[src/rtl/mc_pkg.sv]
package mc_pkg;

  typedef enum logic {
    MODE_COMB = 1'b0,
    MODE_REG  = 1'b1
  } out_mode_e;

  // Chain length: per-term literal enables, per-term OR enables,
  // side-input enables, output mode bit.
  function automatic int cfg_bits(input int nl, input int np, input int ne);
    return np * 2 * nl + np + ne + 1;
  endfunction

endpackage

[src/rtl/mc_scan_chain.sv]
module mc_scan_chain #(
  parameter int W = 107
) (
  input  logic         clk,
  input  logic         rst,
  input  logic         shift_en,
  input  logic         sdi,
  output logic         sdo,
  output logic [W-1:0] bits
);

  always_ff @(posedge clk) begin
    if (rst)
      bits <= '0;
    else if (shift_en)
      bits <= {sdi, bits[W-1:1]};
  end

  assign sdo = bits[0];

endmodule

[src/rtl/mc_and_plane.sv]
module mc_and_plane #(
  parameter int NL = 6,
  parameter int NP = 8
) (
  input  logic [NL-1:0]      lit,
  input  logic [NP*2*NL-1:0] mask,
  output logic [NP-1:0]      pt
);

  localparam int TERM_W = 2 * NL;

  for (genvar p = 0; p < NP; p++) begin : g_term
    logic [NL-1:0] t_en;
    logic [NL-1:0] c_en;
    for (genvar i = 0; i < NL; i++) begin : g_lit
      assign t_en[i] = mask[p*TERM_W + 2*i];
      assign c_en[i] = mask[p*TERM_W + 2*i + 1];
    end
    // Empty term forced low; both polarities of a literal cancel out.
    assign pt[p] = (|(t_en | c_en)) && (&((~t_en | lit) & (~c_en | ~lit)));
  end

endmodule

[src/rtl/mc_or_plane.sv]
module mc_or_plane #(
  parameter int NP = 8,
  parameter int NE = 2
) (
  input  logic [NP-1:0] pt,
  input  logic [NP-1:0] pt_en,
  input  logic [NE-1:0] ext,
  input  logic [NE-1:0] ext_en,
  output logic          sum
);

  assign sum = (|(pt & pt_en)) | (|(ext & ext_en));

endmodule

[src/rtl/mc_macrocell.sv]
module mc_macrocell
  import mc_pkg::*;
#(
  parameter int N_LIT = 6,
  parameter int N_PT  = 8,
  parameter int N_EXT = 2
) (
  input  logic             clk,
  input  logic             rst,
  input  logic             cfg_en,
  input  logic             cfg_sdi,
  output logic             cfg_sdo,
  input  logic [N_LIT-1:0] lit_in,
  input  logic [N_EXT-1:0] ext_in,
  output logic             cell_out
);

  localparam int AND_BITS = N_PT * 2 * N_LIT;
  localparam int CFG_W    = cfg_bits(N_LIT, N_PT, N_EXT);
  localparam int PTEN_LSB = AND_BITS;
  localparam int EXT_LSB  = AND_BITS + N_PT;
  localparam int MODE_BIT = CFG_W - 1;

  logic [CFG_W-1:0]    cfg_q;
  logic [AND_BITS-1:0] and_mask;
  logic [N_PT-1:0]     pt_en;
  logic [N_EXT-1:0]    ext_en;
  logic [N_PT-1:0]     pt_w;
  logic                sum_w;
  logic                q_r;
  out_mode_e           out_mode;
  logic                out_reg;

  mc_scan_chain #(.W(CFG_W)) u_chain (
    .clk      (clk),
    .rst      (rst),
    .shift_en (cfg_en),
    .sdi      (cfg_sdi),
    .sdo      (cfg_sdo),
    .bits     (cfg_q)
  );

  assign and_mask = cfg_q[AND_BITS-1:0];
  assign pt_en    = cfg_q[PTEN_LSB +: N_PT];
  assign ext_en   = cfg_q[EXT_LSB +: N_EXT];
  assign out_mode = out_mode_e'(cfg_q[MODE_BIT]);
  assign out_reg  = (out_mode == MODE_REG);

  mc_and_plane #(.NL(N_LIT), .NP(N_PT)) u_and (
    .lit  (lit_in),
    .mask (and_mask),
    .pt   (pt_w)
  );

  mc_or_plane #(.NP(N_PT), .NE(N_EXT)) u_or (
    .pt     (pt_w),
    .pt_en  (pt_en),
    .ext    (ext_in),
    .ext_en (ext_en),
    .sum    (sum_w)
  );

  always_ff @(posedge clk) begin
    if (rst) q_r <= 1'b0;
    else     q_r <= sum_w;
  end

  assign cell_out = out_reg ? q_r : sum_w;

endmodule

[config.mk]
export PLATFORM = sky130hd
export DESIGN_NAME = mc_macrocell
export DESIGN_NICKNAME = d
export VERILOG_FILES = /design/src/rtl/mc_pkg.sv /design/src/rtl/mc_scan_chain.sv /design/src/rtl/mc_and_plane.sv /design/src/rtl/mc_or_plane.sv /design/src/rtl/mc_macrocell.sv
export SDC_FILE = /design/constraint.sdc
export NUM_CORES = 1
export LEC_CHECK = 0
export CAP_MARGIN = 20
export CORE_ASPECT_RATIO = 0.6
export CORE_UTILIZATION = 30
export DETAILED_ROUTE_END_ITERATION = 8
export HOLD_SLACK_MARGIN = 0.02
export PLACE_DENSITY = 0.48
export SETUP_SLACK_MARGIN = 0.05
export SLEW_MARGIN = 10
export SYNTH_ARGS = -nofsm -noshare
export SYNTH_HDL_FRONTEND = slang
export SYNTH_SLANG_ARGS = --single-unit
[constraint.sdc]
create_clock -name clk -period 3.2 [get_ports clk]
set_input_delay 0.8 -clock clk [delete_from_list [all_inputs] [get_ports clk]]
set_output_delay 0.8 -clock clk [all_outputs]
set_load 0.1 [all_outputs]
==> flow_summary.yaml, run 1 <==
placement:
  pre_cts_ws_ns: -0.478
  io_buffers: 13
  hpwl_um: 7240
  dpl_cell_area_sq_um: 5100
  gp_congestion: 0.782
timing:
  timing.hold.ws_ns: 0.532
  slew_headroom_pct: 55.4
  fin_tns_setup_ns: 0
  worst_pin_slew_ns: 0.669
  timing.final.crit_share_pct: 95.9
  setup_ws_ns: 0.132
  drv_slew: 0
  clock_skew_ns: 0.00848
  hold_viol: 0
  min_period_ns: 3.07
  rsz0062_at_grt: "false"
  fmax_mhz: 326
  setup_violations: 0
floorplan:
  core_area_sq_um: 14800
  dieArea_sq_um: 16100
  std_cell_rows: 34
  io_pins: 14
  die-height_um: 98.6
  die_w_um: 163
  start_util_pct: 31.4
detailed_routing:
  drtIter0Drc: 233
  wire_per_inst_um: 15.6
  drtPass1Iterations: 4
  wl_um: 10800
  remaining_drc_errors: 0
  vias: 3310
  ant_nets: 0
  avgViaCountPerCell: 4.81
flow_run:
  cap_violations: 0
critical_path:
  path_cells: "buf_4 -> buf_6 -> mux2i_1 -> nand4_1 -> nor2_2 -> a222oi_1 -> and3_4 -> a31oi_4 -> buf_12"
  critPathBufInv: 3
  arrival_ns: 2.27
  end_kind: "output pin"
  cpPeakStageDelay_ns: 0.22
  crit_required_ns: 2.40
  cp_max_fo: 4
  crit_path_start_kind: "primary input"
  crit_type: "primary input to output pin"
  critPathTopFamily: "simple AND/OR/NAND/NOR gates"
  cp_slowest_cell: "a31oi_4"
worst_hold_path:
  hold_path.class: "flip-flop to flip-flop"
clock_network:
  cts_tree: "built"
  clock-sinks: 108
  insertion_delay_ns: 0.35
  clockBufferDepth: 2
  clkTransAtPathRegs_ns: 0.07
  clock-root-buffer: "clkbuf_16"
  cts_buffers: 9
  cts_hold_buffers: 0
  htreeDepth: 3
global_route:
  overflow: 0
  grt_pass1_vias: 3189
  grt_max_degree: 62
  grtUsageTotal_pct: 14.0
  antenna_found_initial: 0
  grt_first_pass_wirelength_um: 17500
yosys:
  synthesis.nets: 475
  synthCells: 463
  ys_top_cells_by_area: "dfxtp_1 (46%), mux2i_1 (33%), nor2_1 (9.0%), nor4_1 (3.2%), buf_6 (1.4%)"
  syn_avg_cell_area_sq_um: 10.1
  yosys_warnings: 0
  synth_top_area_share_pct: 46.4
  ys_seq_elements: 108
  yosysSeqAreaShare_pct: 46.4
  ys_types: 18
  synth_area_sq_um: 4660
  synth_top_area_cell: "dfxtp_1"
final_layout:
  fin_nets: 497
  stdcell_area_sq_um: 5520
  utilization_pct: 37.2
  mostFrequentLayoutCells: "mux2i_1 (155), nor2_1 (111), dfxtp_1 (108)"
  insertedDiodeCount: 0
  drive_above_1_share_pct: 12.7
  nFillCells: 1465
  syn_to_final_growth_pct: 18.5
  mostFrequentLayoutCell: "mux2i_1"
power_and_ir_drop:
  p_per_area_nw_per_um2: 484
  cellLeakagePower_uw: 0.00242
  vdd_drop_max_uv: 233
run_status:
  status: "completed"
==> area by class of cell <==
type / count / area, sq um / area share [%]
clock inverter: 6 / 72.6 / 1.31
inverter: 1 / 3.75 / 0.0680
multi-input combinational: 324 / 2370 / 42.9
clock buffer: 10 / 239 / 4.33
tap: 198 / 248 / 4.48
timing repair buffer: 41 / 429 / 7.77
sequential: 108 / 2160 / 39.1
==> where the power goes <==
part           switching, uW  internal, uW  total [uW]  leakage [uW]
registers               1.30          1340        1350      0.000870
logic                   98.7          86.0         185       0.00140
clock network            510           635        1150      0.000149
total                    610          2070        2680       0.00242
==> what timing repair did <==
action                                 in CTS  in global routing
gates resized for setup                    34                 10
setup endpoints to repair                   1                  1
pin swaps                                   6                 10
buffers inserted                            8                  5
endpoints found under the hold margin       0                  0
==> registers in the layout (all words and copies together) (netlist names) <==
register	flops
u_chain.bits	107
q_r	1
==> worst register-to-register path, delay by kind of cell (launching register included) <==
kind	cells	cell delay (ns)
and+or+nand+nor	3	0.78
AOI/OAI and AO/OA	2	0.42
DFF	1	0.35
==> Yosys cell counts <==
master	n
mux2i_1	155
nor2_1	112
dfxtp_1	108
nor4_1	24
buf_2	12
clkbuf_1	11
nand3_1	10
nand4_1	8
buf_6	6
a21oi_1	3
a31oi_1	3
and3_1	3
and4_1	2
nor3_1	2
a211oi_1	1
a222oi_1	1
buf_4	1
inv_1	1
==> layer usage <==
layer | global-route usage (%) | part of all wire (%)
met5 | 0 | 0
met4 | 3.02 | 0.54
met3 | 3.41 | 2.8
met2 | 19.1 | 41
met1 | 21.7 | 56
==> kinds of logic after synthesis <==
family          synth area share [%]
simple gates                    15.4
flops                           46.4
mux                             33.3
compound gates                  1.10
buf+inv                         3.86
==> worst paths after layout <==
path | startpoint | slack [ns] | to | cells past startpoint
worst max-delay path | lit_in[5] | 0.13 | cell_out | 9
worst min-delay path | u_chain.bits[105] | 0.53 | u_chain.bits[104] | 2
worst max register to register | u_chain.bits[34] | 1.54 | q_r | 5
worst min register to register | u_chain.bits[105] | 0.53 | u_chain.bits[104] | 2
==> per-stage QoR <==
step	power, uW	instances
finish	2680	688
global route	2790	688
CTS	2710	685
detailed placement	1550	661
global placement	1550	661
floorplan	1490	463
(Power assumes the default switching activity.)
==> run 2: changes to the inputs <==
ABC_CLOCK_PERIOD_IN_PS = 3200   (was unset)
PLACE_DENSITY = 0.42   (was 0.48)
==> run 2 against run 1 <==
  * Register-to-register slack lost 0.17 ns
  * Clock power grew 4%
  * Cell count fell by 0.29%
  * Clock-buffer cell count increased by 1
  * Die area did not move
  * Largest cell class unchanged
==> flow_summary.yaml, run 2 (same netlist as run 1, synthesis figures left out) <==
power_and_ir_drop:
  p_per_area_nw_per_um2: 496
  p_total_uw: 2730
  cellLeakagePower_uw: 0.00240
  vdd_drop_max_uv: 231
clock_network:
  clock-root-buffer: "clkbuf_16"
  clockBufferDepth: 2
  htreeDepth: 3
  cts_tree: "built"
  clock-sinks: 108
  insertion_delay_ns: 0.35
  cts_buffers: 9
  clkTransAtPathRegs_ns: 0.07
global_route:
  use_met1_pct: 22.4
  grt.busiest_layer: "met1"
  grt_max_degree: 58
  grt_first_pass_wirelength_um: 18500
  grt_pass1_vias: 3232
  met2_usage_pct: 20.9
  grtUsageTotal_pct: 15.0
  overflow: 0
  use_met3_pct: 4.08
  antenna_found_initial: 0
final_layout:
  fin_nets: 496
  insertedDiodeCount: 0
  layoutNonFillerInstCount: 686
  stdcell_area_sq_um: 5500
  mostFrequentLayoutCell: "mux2i_1"
  reg_top3: "u_chain.bits: 107 flops, q_r: 1 flops"
  drive_above_1_share_pct: 12.3
  syn_to_final_growth_pct: 17.9
  largest_reg_flops: 107
  nFillCells: 1492
  regMostFlops: "u_chain.bits"
  mostFrequentLayoutCells: "mux2i_1 (153), nor2_1 (111), dfxtp_1 (108)"
critical_path:
  crit_required_ns: 2.40
  reg2reg_depth: 6
  crit_path_start_kind: "primary input"
  reg2reg_from: "u_chain.bits[34]"
  reg2reg_slack_ns: 1.37
  end_kind: "output pin"
  crit_type: "primary input to output pin"
  arrival_ns: 2.26
  cp_max_fo: 3
  r2r_end: "q_r"
worst_hold_path:
  min_path_cells: 2
  hold_path.class: "flip-flop to flip-flop"
  holdPathEnd: "u_chain.bits[101]"
  hp-start: "u_chain.bits[101]"
detailed_routing:
  avgViaCountPerCell: 4.83
  remaining_drc_errors: 0
  drtPass1Iterations: 4
  vias: 3313
  drtIter0Drc: 175
  wl_um: 11300
  wire_per_inst_um: 16.5
  ant_nets: 0
timing:
  setup_violations: 0
  slew_headroom_pct: 57.7
  fin_tns_setup_ns: 0
  worst_pin_slew_ns: 0.635
  timing.final.crit_share_pct: 95.6
  rsz0062_at_grt: "false"
  min_period_ns: 3.06
  setup_ws_ns: 0.141
  drv_slew: 0
  clock_skew_ns: 0.00679
  hold_viol: 0
  fmax_mhz: 327
floorplan:
  dieArea_sq_um: 16100
  die-height_um: 98.6
  core_area_sq_um: 14800
  io_pins: 14
  die_w_um: 163
  std_cell_rows: 34
  start_util_pct: 31.4
placement:
  io_buffers: 13
  gp_congestion: 0.760
  placed_cells: 663
  hpwl_um: 7600
  pre_cts_ws_ns: -0.469
  dpl_cell_area_sq_um: 5050
run_status:
  status: "completed"
flow_run:
  cap_violations: 0
run 2: final cells by class:
cell class | count | area, sq um | share of cell area, %
multi-input cells | 324 | 2370 | 43.1
clock buffers | 11 | 243 | 4.42
clock inverters | 4 | 73.8 | 1.34
inverters | 1 | 3.75 | 0.0683
well taps | 198 | 248 | 4.51
flip-flops and latches | 108 | 2160 | 39.3
repair buffers | 40 | 397 | 7.21
run 2: repair_timing:
action,CTS,global route
buffers inserted,8,1
endpoints found under the setup margin,1,1
pin swaps,5,9
resized for setup,34,18
hold buffers,0,0
run 2: where the power goes:
group          internal (uW)  leakage [uW]  switching [uW]  total, uW
combinational           81.5       0.00138            96.5        178
clock                    704      0.000156             498       1200
sequential              1340      0.000870            1.39       1350
run 2: critical path, cell delays in order:
cell and delay (ns):
buf_4 0.13, buf_4 0.14, mux2i_1 0.14, and4_1 0.21
nand4_1 0.11, a31oi_2 0.19, a211oi_2 0.09, a31oi_4 0.23
buf_12 0.20
run 2: worst max path at each step:
stage / startpoint / to / slack, ns / cells after the start
3_5_place_dp: lit_in[5] / cell_out / -0.47 / 9
6_report: lit_in[2] / cell_out / 0.14 / 9
3_3_place_gp: lit_in[5] / cell_out / -0.48 / 9
4_1_cts: lit_in[1] / cell_out / 0.001 / 10
2_1_floorplan: lit_in[2] / cell_out / 0.17 / 7
5_1_grt: lit_in[3] / cell_out / 0.05 / 9
run 2: per-stage QoR:
| step | util [%] | hold WS [ns] |
|---|---|---|
| CTS | 36.7 | 0.544 |
| global route | 37.0 | 0.572 |
| floorplan | - | 0.482 |
| detailed placement | 34.0 | 0.524 |
| global placement | 34.0 | 0.510 |
| finish | 37.0 | 0.537 |
run 2: layer usage:
metal | vias up | share of wire, %
met1 | 1587 | 56
li1 | 1683 | -
met3 | 16 | 2.5
met5 | - | 0
met2 | 27 | 40
met4 | 0 | 1.3
==> run 3: changes to the inputs <==
CTS_CLUSTER_DIAMETER = 40   (was unset)
==> results of run 3 <==
Final layout, timing and power as in run 2 (identical DEF).
